## src/rtl/spi_eng_pkg.sv

```systemverilog
package spi_eng_pkg;

    typedef enum logic [1:0] {
        ST_IDLE  = 2'd0,
        ST_LEAD  = 2'd1,
        ST_TRAIL = 2'd2
    } eng_state_t;

endpackage

```

## src/rtl/spi_half_timer.sv

```systemverilog
module spi_half_timer #(
    parameter int DIV_W = 14
) (
    input  logic             clk,
    input  logic             rst_n,
    input  logic             run,
    input  logic [DIV_W-1:0] half_div,
    output logic             tick
);
    localparam logic [DIV_W-1:0] ONE = DIV_W'(1);

    logic [DIV_W-1:0] cnt_q;
    logic [DIV_W-1:0] limit;

    // a zero divider behaves as one cycle per half period
    assign limit = (half_div == '0) ? ONE : half_div;
    assign tick  = run && (cnt_q == (limit - ONE));

    always_ff @(posedge clk or negedge rst_n) begin
        if (!rst_n) begin
            cnt_q <= '0;
        end else if (!run || tick) begin
            cnt_q <= '0;
        end else begin
            cnt_q <= cnt_q + ONE;
        end
    end

endmodule

```

## src/rtl/spi_word_path.sv

```systemverilog
module spi_word_path #(
    parameter int MAX_W = 16,
    parameter int MIN_W = 8
) (
    input  logic             clk,
    input  logic             rst_n,
    input  logic             load,
    input  logic [MAX_W-1:0] load_word,
    input  logic             fill_ones,
    input  logic             wide,
    input  logic             lsb_first,
    input  logic             sample,
    input  logic             advance,
    input  logic             miso,
    output logic             first_bit,
    output logic             cur_bit,
    output logic             next_bit,
    output logic             last_bit,
    output logic [MAX_W-1:0] rx_word
);
    localparam int IDX_W = $clog2(MAX_W);
    localparam logic [IDX_W-1:0] TOP_WIDE   = IDX_W'(MAX_W - 1);
    localparam logic [IDX_W-1:0] TOP_NARROW = IDX_W'(MIN_W - 1);
    localparam logic [IDX_W-1:0] IDX_ONE    = IDX_W'(1);

    logic [MAX_W-1:0] tx_q;
    logic [MAX_W-1:0] rx_q;
    logic [IDX_W-1:0] idx_q;
    logic [IDX_W-1:0] top_idx;
    logic [IDX_W-1:0] pos_first;
    logic [IDX_W-1:0] pos_cur;
    logic [IDX_W-1:0] pos_next;
    logic [MAX_W-1:0] word_masked;

    // maps a transfer slot to its bit position within the word
    function automatic logic [IDX_W-1:0] slot_pos(input logic [IDX_W-1:0] slot,
                                                  input logic [IDX_W-1:0] top,
                                                  input logic             lsb);
        return lsb ? slot : (top - slot);
    endfunction

    assign top_idx   = wide ? TOP_WIDE : TOP_NARROW;
    assign pos_first = slot_pos('0, top_idx, lsb_first);
    assign pos_cur   = slot_pos(idx_q, top_idx, lsb_first);
    assign pos_next  = slot_pos(idx_q + IDX_ONE, top_idx, lsb_first);

    assign word_masked = wide ? load_word
                              : {{(MAX_W-MIN_W){1'b0}}, load_word[MIN_W-1:0]};

    assign first_bit = fill_ones ? 1'b1 : word_masked[pos_first];
    assign cur_bit   = tx_q[pos_cur];
    assign next_bit  = tx_q[pos_next];
    assign last_bit  = (idx_q == top_idx);

    // received word including a bit sampled in this very cycle
    always_comb begin
        rx_word = rx_q;
        if (sample) begin
            rx_word[pos_cur] = miso;
        end
    end

    always_ff @(posedge clk or negedge rst_n) begin
        if (!rst_n) begin
            tx_q  <= '0;
            rx_q  <= '0;
            idx_q <= '0;
        end else if (load) begin
            tx_q  <= fill_ones ? '1 : word_masked;
            rx_q  <= '0;
            idx_q <= '0;
        end else begin
            if (sample) begin
                rx_q <= rx_word;
            end
            if (advance) begin
                idx_q <= idx_q + IDX_ONE;
            end
        end
    end

endmodule

```

## src/rtl/spi_shift_engine.sv

```systemverilog
module spi_shift_engine
    import spi_eng_pkg::*;
#(
    parameter int DIV_W = 14,
    parameter int MAX_W = 16,
    parameter int MIN_W = 8
) (
    input  logic             clk,
    input  logic             rst_n,
    input  logic             soft_rst,
    input  logic             enable,
    input  logic             txrx_sel,
    input  logic             wide_sel,
    input  logic             lsb_first,
    input  logic             pol_ctl,
    input  logic             pha_ctl,
    input  logic [DIV_W-1:0] half_div,
    input  logic [MAX_W-1:0] tx_data,
    input  logic             tx_empty,
    output logic             tx_pop,
    input  logic             rx_full,
    output logic [MAX_W-1:0] rx_data,
    output logic             rx_push,
    output logic             sck,
    output logic             mosi,
    input  logic             miso,
    output logic             busy
);
    eng_state_t state_q;
    eng_state_t state_d;

    logic idle_level;
    logic late_sample;
    logic start_ok;
    logic tick;
    logic lead_end;
    logic trail_end;
    logic sample_now;
    logic first_bit;
    logic cur_bit;
    logic next_bit;
    logic last_bit;
    logic [MAX_W-1:0] rx_word;

    logic             sck_act_q;
    logic             mosi_q;
    logic             rx_push_q;
    logic [MAX_W-1:0] rx_data_q;

    // the control pins are active-low views of polarity and phase
    assign idle_level  = ~pol_ctl;
    assign late_sample = ~pha_ctl;

    assign start_ok = (state_q == ST_IDLE) && enable && !soft_rst &&
                      (txrx_sel ? !tx_empty : !rx_full);

    assign lead_end   = (state_q == ST_LEAD)  && tick && !soft_rst;
    assign trail_end  = (state_q == ST_TRAIL) && tick && !soft_rst;
    assign sample_now = late_sample ? trail_end : lead_end;

    spi_half_timer #(.DIV_W(DIV_W)) u_timer (
        .clk      (clk),
        .rst_n    (rst_n),
        .run      (state_q != ST_IDLE),
        .half_div (half_div),
        .tick     (tick)
    );

    spi_word_path #(.MAX_W(MAX_W), .MIN_W(MIN_W)) u_path (
        .clk       (clk),
        .rst_n     (rst_n),
        .load      (start_ok),
        .load_word (tx_data),
        .fill_ones (!txrx_sel),
        .wide      (wide_sel),
        .lsb_first (lsb_first),
        .sample    (sample_now),
        .advance   (trail_end),
        .miso      (miso),
        .first_bit (first_bit),
        .cur_bit   (cur_bit),
        .next_bit  (next_bit),
        .last_bit  (last_bit),
        .rx_word   (rx_word)
    );

    // state register
    always_ff @(posedge clk or negedge rst_n) begin
        if (!rst_n) begin
            state_q <= ST_IDLE;
        end else begin
            state_q <= state_d;
        end
    end

    // next-state logic
    always_comb begin
        state_d = state_q;
        unique case (state_q)
            ST_IDLE: begin
                if (start_ok) begin
                    state_d = ST_LEAD;
                end
            end
            ST_LEAD: begin
                if (tick) begin
                    state_d = ST_TRAIL;
                end
            end
            ST_TRAIL: begin
                if (tick) begin
                    state_d = last_bit ? ST_IDLE : ST_LEAD;
                end
            end
            default: state_d = ST_IDLE;
        endcase
        if (soft_rst) begin
            state_d = ST_IDLE;
        end
    end

    // output registers
    always_ff @(posedge clk or negedge rst_n) begin
        if (!rst_n) begin
            sck_act_q <= 1'b0;
            mosi_q    <= 1'b1;
            rx_push_q <= 1'b0;
            rx_data_q <= '0;
        end else begin
            rx_push_q <= 1'b0;
            if (soft_rst) begin
                sck_act_q <= 1'b0;
            end else begin
                if (start_ok) begin
                    mosi_q <= first_bit;
                end
                if (lead_end) begin
                    sck_act_q <= 1'b1;
                    if (late_sample) begin
                        mosi_q <= cur_bit;
                    end
                end
                if (trail_end) begin
                    sck_act_q <= 1'b0;
                    if (!late_sample && !last_bit) begin
                        mosi_q <= next_bit;
                    end
                    if (last_bit) begin
                        rx_push_q <= 1'b1;
                        rx_data_q <= rx_word;
                    end
                end
            end
        end
    end

    assign tx_pop  = start_ok && txrx_sel;
    assign sck     = sck_act_q ^ idle_level;
    assign mosi    = mosi_q;
    assign rx_push = rx_push_q;
    assign rx_data = rx_data_q;
    assign busy    = (state_q != ST_IDLE);

endmodule

```

## config.mk

```make
export PLATFORM = sky130hd
export DESIGN_NAME = spi_shift_engine
export DESIGN_NICKNAME = d
export VERILOG_FILES = /design/src/rtl/spi_eng_pkg.sv /design/src/rtl/spi_half_timer.sv /design/src/rtl/spi_word_path.sv /design/src/rtl/spi_shift_engine.sv
export SDC_FILE = /design/constraint.sdc
export NUM_CORES = 1
export LEC_CHECK = 0
export ABC_AREA = 1
export BUFFER_PORTS_ARGS = -buffer_cell sky130_fd_sc_hd__clkbuf_2
export CORE_MARGIN = 2
export CORE_UTILIZATION = 58
export DETAILED_ROUTE_END_ITERATION = 6
export PLACE_DENSITY = 0.85
export REMOVE_ABC_BUFFERS = 1
export SLEW_MARGIN = 20
export SYNTH_ARGS = -nofsm -noshare
export SYNTH_HDL_FRONTEND = slang
export SYNTH_SLANG_ARGS = --single-unit
```

## constraint.sdc

```tcl
create_clock -name clk -period 2.75 [get_ports clk]
set_input_delay 0.1375 -clock clk [delete_from_list [all_inputs] [get_ports clk]]
set_output_delay 0.1375 -clock clk [all_outputs]
set_load 0.01 [all_outputs]
```

==> results of run 1 <==
path summary, 6_finish.rpt:
path / endpoint / slack [ps] / cells past startpoint
min in group asynchronous: u_timer.cnt_q[9]$_DFF_PN0_ / 400 / 2
max reg2reg: mosi$_DFFE_PN1N_ / 500 / 12
min reg2reg: rx_data[4]$_DFFE_PN0P_ / 490 / 2
max: rx_data[2]$_DFFE_PN0P_ / 340 / 23
max in group asynchronous: u_path.rx_q[7]$_DFFE_PN0P_ / 1560 / 3
min: u_path.tx_q[1]$_DFFE_PN0P_ / 10 / 2
logic make-up after synthesis:
logic type | Yosys count | synth area share, %
adder cells (fa/ha/maj) | 3 | 0.840
AND/OR/NAND/NOR | 331 | 33.2
buffers and inverters | 102 | 9.36
AO/OA/AOI/OAI | 74 | 9.33
multiplexers | 16 | 3.59
flip-flops | 71 | 39.8
XOR/XNOR | 20 | 3.92
sequential cells by signal (all words and copies together), names as in the netlist, 2 cells and up:
| register | count |
|---|---|
| state_q | 2 |
| u_timer.cnt_q | 14 |
| rx_data | 16 |
| u_path.tx_q | 16 |
| u_path.idx_q | 4 |
| u_path.rx_q | 16 |
area by class of cell:
cell class                 count  area (µm²)  share of cell area (%)
inverter                      88         333                    6.42
multi-input combinational    444        2270                    43.8
sequential                    71        1780                    34.3
timing repair buffer          77         465                    8.98
tap                           99         124                    2.39
clock inverter                 5        83.8                    1.62
clock buffer                  10         128                    2.46
metrics by stage:
stage	hold WS, ps	setup slack (ps)	cells
after detailed placement	261	-8.79	777
after global routing	9.14	32.2	794
after CTS	11.4	343	794
final	12.9	341	794
after global placement	252	70.6	777
after floorplan	-158	220	603
layout by cell type, fill, tap and decap left out, drive strengths merged, types with 3 or more instances in the layout:
| cell | count |
|---|---|
| nand2 | 189 |
| inv | 87 |
| nor2 | 78 |
| clkbuf | 71 |
| dfrtp | 70 |
| a21oi | 40 |
| nand3 | 38 |
| o21ai | 17 |
| mux2i | 16 |
| xor2 | 14 |
| buf | 14 |
| nor3 | 9 |
| nand4 | 8 |
| xnor2 | 6 |
| nor3b | 5 |
| o211ai | 4 |
| o221ai | 3 |
| ha | 3 |
report_power, final:
part	internal [mW]	switching, mW
sequential	1.20	0.126
combinational	0.280	0.435
clock	0.507	0.408
worst reg2reg max path: cells and delay by family (launching register included):
family / cells / cell delay, ps
flip-flops: 1 / 400
AO/OA/AOI/OAI: 3 / 430
buffers and inverters: 1 / 100
AND/OR/NAND/NOR: 8 / 1260
metal layers:
metal / GRT usage [%] / routed length, µm / up-vias
met5: 0 / 0 / -
met4: 10.4 / 262 / 0
met3: 6.33 / 723 / 33
met2: 45.4 / 5340 / 181
met1: 34.8 / 4580 / 2020
li1: - / - / 2101
timing repair:
item | 4_1_cts | 5_1_grt
resized for setup | 0 | 0
hold endpoints to repair | 32 | 0
endpoints found under the setup margin | 0 | 0
hold buffers | 2 | 0
==> flow_metrics.env, run 1 <==
export IMPL_status="completed"
export IMPL_post_cts_buffers=0
export IMPL_worstPathRequired_ps=3000
export IMPL_clkLatencyLatePin_ps=360
export IMPL_via_per_inst=5.46
export IMPL_hold_path_class="primary input to flop"
export IMPL_path_common_cell="nand2_1"
export IMPL_r2r_start="u_path.idx_q[0]$_DFFE_PN0P_"
export IMPL_grt_max_degree=35
export IMPL_cts_tree="done"
export IMPL_path_buf_inv=2
export IMPL_utilization_pct=70.3
export IMPL_grt_first_pass_wirelength_um=18600
export IMPL_synth_most_common_cell="nand2_1"
export IMPL_ys_warnings_count=0
export IMPL_worstPathMaxFanout=16
export IMPL_grt_overflow=0
export IMPL_cts_buffers=9
export IMPL_tightest_slew_ps=796
export IMPL_n_fill_cell=610
export IMPL_yosysTopAreaCell="dfrtp_1"
export IMPL_fin_area_um2=5180
export IMPL_finClkSkew_ps=8.73
export IMPL_syn_area_per_cell_um2=7.24
export IMPL_antenna_found_initial=0
export IMPL_synth_cell_area_um2=4470
export IMPL_p_per_area_nw_per_um2=571
export IMPL_max_slew_margin_pct=47.0
export IMPL_io_pins=63
export IMPL_ant_nets=0
export IMPL_tns_ps=0
export IMPL_drive_above_1_share_pct=17.7
export IMPL_routed_wl_um=10900
export IMPL_cts_root_buf="clkbuf_8"
export IMPL_finalHoldViolCount=0
export IMPL_cp_end_kind="flop"
export IMPL_path_clk_slew_ps=70
export IMPL_critPathMaxStageDelay_ps=250
export IMPL_path_delay_family="simple AND/OR/NAND/NOR gates"
export IMPL_die_area_um2=8420
export IMPL_htree_levels=3
export IMPL_drc_errors=0
export IMPL_routedWlPerCell_um=13.7
export IMPL_antenna_cells=0
export IMPL_power_mw=2.96
export IMPL_syn_to_final_growth_pct=16.0
export IMPL_synth_top_cells_by_count="nand2_1 (171), inv_1 (84), dfrtp_1 (70)"
export IMPL_core_um2=7370
export IMPL_yosysUniqueCellTypes=42
export IMPL_min_from="tx_data[1]"
export IMPL_ir_drop_uv=355
export IMPL_max_freq_ghz=0.415
export IMPL_startpoint="half_div[8]"
export IMPL_synth_area_top_cells="dfrtp_1 (39%), nand2_1 (14%), inv_1 (7.1%)"
export IMPL_finalCriticalPeriod_ps=2410
export IMPL_drt_initial_drc_count=227
export IMPL_rows=31
export IMPL_cts_sinks=71
export IMPL_setup_viol=0
export IMPL_worstPathArrival_ps=2660
export IMPL_dp_hpwl_um=7870
export IMPL_place_gp_congestion=0.987
export IMPL_path_class="primary input to flop"
export IMPL_min_period_over_period_pct=87.6
export IMPL_synth_edf_count=0
export IMPL_vias=4335
export IMPL_ys_flop_type="dfrtp_1"
export IMPL_ctsLongestPathBuffers=2
export IMPL_first_global_vias=4174
export IMPL_io_buffers=62
export IMPL_crit_path_top_delay_cell="or2_1"
export IMPL_synth_top_cell_area_share_pct=39.2
export IMPL_async_reset_ff_share_pct=100
export IMPL_finalMaxSlewViolations=0
export IMPL_cp_start_kind="primary input"
export IMPL_place_area_um2=4950
export IMPL_ys_seq_elements=71
export IMPL_syn_inst=617
export IMPL_ys_seq_area_share_pct=39.8
export IMPL_fp_dieH_um=91.8
export IMPL_drtPass1Iterations=7
export IMPL_fp_dieW_um=91.8
export IMPL_rsz0062_at_grt="false"
export IMPL_maxCapViolCount=0
export IMPL_p_leak_nw=3.00
export IMPL_final_nets=736
export IMPL_cp_cell_sequence="clkbuf_2 > nor2_2 > nand2_2 > nor2_4 > nand2_4 > nand2_1 > inv_1 > ha_1 > or2_1 > nand3_1 > nand2_1 > nor2_1 > nand2_1 > nor2_1 > nand4_1 > nor2_2 > nand3_2 > nand2_2 > nand2_4 > nand2_1 > nand2_1 > nand2_1 > nand2_1"
export IMPL_start_util_pct=60.6
export IMPL_grt_use_total_pct=27.3
Note: power is estimated with default switching activity, not from simulation.
==> run 2: changes to the inputs <==
Settings changed: CORE_UTILIZATION 58 to 52, PLACE_DENSITY 0.85 to 0.8, RECOVER_POWER from default to 50.
Clock period 2.75 ns to 2.2 ns, I/O delays scaled along.
==> flow_metrics.env, run 2 (synthesized netlist as in run 1, its figures left out) <==
export IMPL_antenna_cells=0
export IMPL_rows=33
export IMPL_finalMaxSlewViolations=0
export IMPL_core_um2=8260
export IMPL_cp_cell_sequence="clkbuf_2 > nor2_1 > nand2_1 > nor2_2 > nand2_4 > nand2_4 > inv_4 > ha_4 > xor2_1 > nand3_1 > nor2_1 > nand2_1 > nor2_2 > nand4_1 > nor2_2 > nand3_2 > nand2_4 > buf_8 > nand3_2 > nand2_1 > nand2_1 > nand2_1"
export IMPL_ctsLongestPathBuffers=2
export IMPL_via_per_inst=5.41
export IMPL_max_slew_margin_pct=15.2
export IMPL_worstPathArrival_ps=2650
export IMPL_cp_end_kind="flop"
export IMPL_grt_overflow=0
export IMPL_die_area_um2=9350
export IMPL_worstPathRequired_ps=2510
export IMPL_n_fill_cell=594
export IMPL_vias=4626
export IMPL_first_global_vias=4319
export IMPL_critPathMaxStageDelay_ps=260
export IMPL_drt_initial_drc_count=235
export IMPL_crit_path_top_delay_cell="ha_4"
export IMPL_drc_errors=0
export IMPL_cts_root_buf="clkbuf_8"
export IMPL_status="finished with violations"
export IMPL_finClkSkew_ps=10.8
export IMPL_drtPass1Iterations=5
export IMPL_path_class="primary input to flop"
export IMPL_ant_nets=0
export IMPL_path_buf_inv=3
export IMPL_final_nets=790
export IMPL_p_leak_nw=3.31
export IMPL_setup_viol=33
export IMPL_dp_hpwl_um=8570
export IMPL_grt_first_pass_wirelength_um=19600
export IMPL_path_clk_slew_ps=80
export IMPL_routed_wl_um=13500
export IMPL_place_area_um2=5180
export IMPL_place_gp_congestion=0.909
export IMPL_grt_max_degree=33
export IMPL_hold_path_class="primary input to flop"
export IMPL_cp_start_kind="primary input"
export IMPL_grt_use_total_pct=25.5
export IMPL_rsz0062_at_grt="true"
export IMPL_finalCriticalPeriod_ps=2350
export IMPL_syn_to_final_growth_pct=35.8
export IMPL_setup_slack_ps=-149
export IMPL_final_common_cell="nand2_1"
export IMPL_max_freq_ghz=0.426
export IMPL_final_cell_mix="nand2_1 (152), inv_1 (83), dfrtp_1 (69)"
export IMPL_min_period_over_period_pct=107
export IMPL_p_per_area_nw_per_um2=659
export IMPL_fp_dieW_um=96.7
export IMPL_start_util_pct=54.1
export IMPL_io_buffers=62
export IMPL_ir_drop_uv=647
export IMPL_path_delay_family="simple AND/OR/NAND/NOR gates"
export IMPL_htree_levels=3
export IMPL_path_common_cell="nand2_1"
export IMPL_maxCapViolCount=0
export IMPL_fin_area_um2=6070
export IMPL_fp_dieH_um=96.7
export IMPL_finalHoldViolCount=0
export IMPL_clkLatencyLatePin_ps=360
export IMPL_cts_tree="done"
export IMPL_tightest_slew_ps=1270
export IMPL_cts_buffers=9
export IMPL_io_pins=63
export IMPL_antenna_found_initial=0
export IMPL_utilization_pct=73.5
export IMPL_drive_above_1_share_pct=29.9
export IMPL_violations="negative setup slack"
export IMPL_worstPathMaxFanout=8
export IMPL_cts_sinks=71
export IMPL_routedWlPerCell_um=15.8
## run 2: timing repair
item,CTS,global route
pin swaps,6,40
hold buffers,9,0
buffers inserted,3,12
setup endpoints to repair,35,55
gates resized for setup,11,103
cloned,0,2
hold endpoints to repair,29,0
## run 2: report_power, final
group / switching (mW) / leakage (nW) / internal, mW
Combinational: 0.671 / 2.29 / 0.476
Sequential: 0.180 / 0.923 / 1.51
Clock: 0.532 / 0.102 / 0.635
## run 2: final cells by class
type                    instances  area, µm²  share of cell area, %
flip-flops and latches         71       1780                   29.3
inverters                      88        343                   5.65
multi-input cells             445       2630                   43.4
repair buffers                130        970                   16.0
clock buffers                  10        128                   2.10
well taps                     105        131                   2.17
clock inverters                 6       85.1                   1.40
## run 2: worst reg2reg max path, cell delays in order, from the launching register on
cell	delay, ps
dfrtp_1	400
buf_4	130
nand2_1	50
nand2_1	60
nand2_1	60
nand3_1	80
nor2_1	110
nand2_1	70
nor2_2	140
nand4_1	110
nor2_2	170
nand3_2	120
nand2_4	210
buf_8	190
nand3_2	100
nand2_1	80
nand2_1	60
nand2_1	50
## run 2: worst paths after layout
kind / startpoint / end / slack [ps] / cells past startpoint
worst min register to register: mosi$_DFFE_PN1N_ / mosi$_DFFE_PN1N_ / 490 / 2
worst min-delay path: tx_data[0] / u_path.tx_q[0]$_DFFE_PN0P_ / 6 / 3
max in group asynchronous: rst_n / u_timer.cnt_q[0]$_DFF_PN0_ / 410 / 3
worst max register to register: u_timer.cnt_q[3]$_DFF_PN0_ / rx_data[2]$_DFFE_PN0P_ / -70 / 17
worst max-delay path: half_div[0] / rx_data[2]$_DFFE_PN0P_ / -150 / 22
min in group asynchronous: rst_n / rx_push$_DFF_PN0_ / 540 / 2
## run 2: stage by stage
step           setup slack (ps)  cells  power [mW]  setup TNS, ps  hold slack (ps)
5_1_grt                    -350    855        4.19         -11440             6.43
2_1_floorplan              -303    603        2.21          -9250             -186
4_1_cts                   -34.0    841        3.78           -214             2.09
3_5_place_dp               -498    813        2.60         -21650              139
6_report                   -149    855        4.00          -3490             6.04
3_3_place_gp               -371    813        2.58         -16540              123
## run 2: routing by layer
| layer | global-route usage, % | up-vias | part of all wire (%) |
|---|---|---|---|
| li1 | - | 2212 | - |
| met1 | 33.1 | 2195 | 41 |
| met2 | 42.9 | 188 | 50 |
| met3 | 5.13 | 31 | 6.1 |
| met4 | 8.34 | 0 | 2.6 |
| met5 | 0 | - | 0 |
==> run 3: changes to the inputs <==
Settings changed: CORE_MARGIN 2 to default, CORE_UTILIZATION 52 to 62, PLACE_DENSITY 0.8 to 0.89, SETUP_SLACK_MARGIN from default to 0.2.
Clock period 2.2 ns to 2.8 ns, I/O delays scaled along.
==> flow_metrics.env, run 3 (synthesized netlist as in run 1, its figures left out) <==
export IMPL_antenna_found_initial=0
export IMPL_place_ws_ps=-72.9
export IMPL_path_clk_slew_ps=80
export IMPL_violations="design-rule violations, max-capacitance violations, max-slew violations"
export IMPL_place_area_um2=4940
export IMPL_drt_initial_drc_count=341
export IMPL_drive_above_1_share_pct=17.7
export IMPL_worstPathRequired_ps=3090
export IMPL_final_cell_count_no_fill=802
export IMPL_seq_power_share_pct=46.1
export IMPL_startpoint="half_div[7]"
export IMPL_rows=30
export IMPL_htree_levels=3
export IMPL_rsz0062_at_grt="true"
export IMPL_cp_start_kind="primary input"
export IMPL_p_leak_nw=2.99
export IMPL_max_slew_margin_pct=-28.8
export IMPL_first_global_vias=4131
export IMPL_fp_dieW_um=86.9
export IMPL_io_buffers=62
export IMPL_maxCapViolCount=1
export IMPL_core_um2=6870
export IMPL_ctsLongestPathBuffers=2
export IMPL_cts_root_buf="clkbuf_8"
export IMPL_final_cell_mix="nand2_1 (167), inv_1 (84), dfrtp_1 (70)"
export IMPL_cts_sinks=71
export IMPL_holdWs_ps=4.78
export IMPL_tns_ps=0
export IMPL_vias=4437
export IMPL_pwr_share_comb_pct=25.9
export IMPL_grt_use_total_pct=31.3
export IMPL_syn_to_final_growth_pct=18.7
export IMPL_utilization_pct=77.2
export IMPL_p_sw_share_pct=34.5
export IMPL_fp_dieH_um=86.9
export IMPL_fin_area_um2=5300
export IMPL_path_class="primary input to flop"
export IMPL_finClkSkew_ps=10.5
export IMPL_hold_path_class="primary input to flop"
export IMPL_p_per_area_nw_per_um2=536
export IMPL_drc_errors=1
export IMPL_worstPathArrival_ps=2780
export IMPL_finalCriticalPeriod_ps=2480
export IMPL_path_delay_family="simple AND/OR/NAND/NOR gates"
export IMPL_setup_viol=0
export IMPL_clkLatencyLatePin_ps=350
export IMPL_final_common_cell="nand2_1"
export IMPL_critPathMaxStageDelay_ps=230
export IMPL_worstPathMaxFanout=6
export IMPL_status="finished with violations"
export IMPL_grt_first_pass_wirelength_um=18300
export IMPL_routedWlPerCell_um=14.8
export IMPL_tightest_slew_ps=1930
export IMPL_max_freq_ghz=0.403
export IMPL_grt_overflow=0
export IMPL_ir_drop_uv=322
export IMPL_setup_slack_ps=317
export IMPL_min_from="tx_data[2]"
export IMPL_clockPowerShare_pct=28.0
export IMPL_min_period_over_period_pct=88.7
export IMPL_grt_max_degree=35
export IMPL_cp_cell_sequence="clkbuf_2 > nor2_1 > nand2_2 > nor2_4 > nand2_4 > nand2_1 > inv_1 > ha_2 > or2_1 > nand3_1 > nand2_1 > nor2_1 > nand2_1 > nor2_2 > nand4_1 > nor2_2 > nand3_2 > nand2_4 > buf_4 > nand3_1 > nand2_1 > nand2_1 > nand2_1"
export IMPL_drtPass1Iterations=7
export IMPL_cts_buffers=9
export IMPL_start_util_pct=65.0
export IMPL_ant_nets=0
export IMPL_r2r_start="u_path.idx_q[0]$_DFFE_PN0P_"
export IMPL_place_gp_congestion=0.991
export IMPL_net_switching_power_mw=0.981
export IMPL_p_int_mw=1.86
export IMPL_dp_hpwl_um=7930
export IMPL_finalMaxSlewViolations=35
export IMPL_antenna_cells=0
export IMPL_dp_cells=776
export IMPL_via_per_inst=5.53
export IMPL_io_pins=63
export IMPL_die_area_um2=7550
export IMPL_n_fill_cell=502
export IMPL_final_nets=746
export IMPL_power_mw=2.84
export IMPL_finalHoldViolCount=0
export IMPL_path_common_cell="nand2_1"
export IMPL_routed_wl_um=11800
export IMPL_cts_tree="done"
export IMPL_cp_end_kind="flop"
export IMPL_crit_path_top_delay_cell="or2_1"
export IMPL_path_buf_inv=3
run 3: final timing paths:
kind,endpoint,slack [ps],cells past startpoint
worst max-delay path,rx_data[5]$_DFFE_PN0P_,320,23
worst min-delay path,u_path.tx_q[2]$_DFFE_PN0P_,5,3
worst max register to register,mosi$_DFFE_PN1N_,520,10
worst min register to register,rx_data[0]$_DFFE_PN0P_,490,2
max in group asynchronous,mosi$_DFFE_PN1N_,510,3
min in group asynchronous,u_timer.cnt_q[12]$_DFF_PN0_,870,2
run 3: area by class of cell:
cell class / count / area (µm²) / area share (%)
clock inverters: 4 / 28.8 / 0.543
flip-flops and latches: 71 / 1780 / 33.5
multi-input cells: 445 / 2360 / 44.5
repair buffers: 86 / 514 / 9.70
clock buffers: 12 / 165 / 3.12
inverters: 88 / 335 / 6.33
well taps: 96 / 120 / 2.27
run 3: worst register-to-register path, cell delays in order (launching register included):
cell      delay, ps
dfrtp_1         400
inv_1            80
nand2_1          70
nand2_1         240
nor2_1          650
a211oi_1        260
o211ai_1        250
nand2_1         100
nand3_1          70
nand2_1          50
nand2_1          60
run 3: power groups by stage:
stage | clock network, mW | logic, mW | registers, mW
after detailed placement | 0 | 0.688 | 1.32
final | 0.795 | 0.736 | 1.31
after global placement | 0 | 0.663 | 1.32
after floorplan | 0 | 0.458 | 1.28
after CTS | 0.798 | 0.700 | 1.30
after global routing | 0.837 | 0.819 | 1.32
run 3: what timing repair did:
| action | 4_1_cts | 5_1_grt |
|---|---|---|
| hold buffers | 2 | 0 |
| hold endpoints to repair | 33 | 0 |
| setup endpoints to repair | 0 | 35 |
| resized for setup | 0 | 24 |
| buffers inserted | 0 | 6 |
run 3: layer usage:
| metal | global-route usage [%] | wire [µm] | up-vias |
|---|---|---|---|
| li1 | - | - | 2125 |
| met1 | 41.4 | 5000 | 2061 |
| met2 | 51.0 | 5660 | 210 |
| met3 | 4.27 | 861 | 41 |
| met4 | 14.5 | 315 | 0 |
| met5 | 0 | 0 | - |
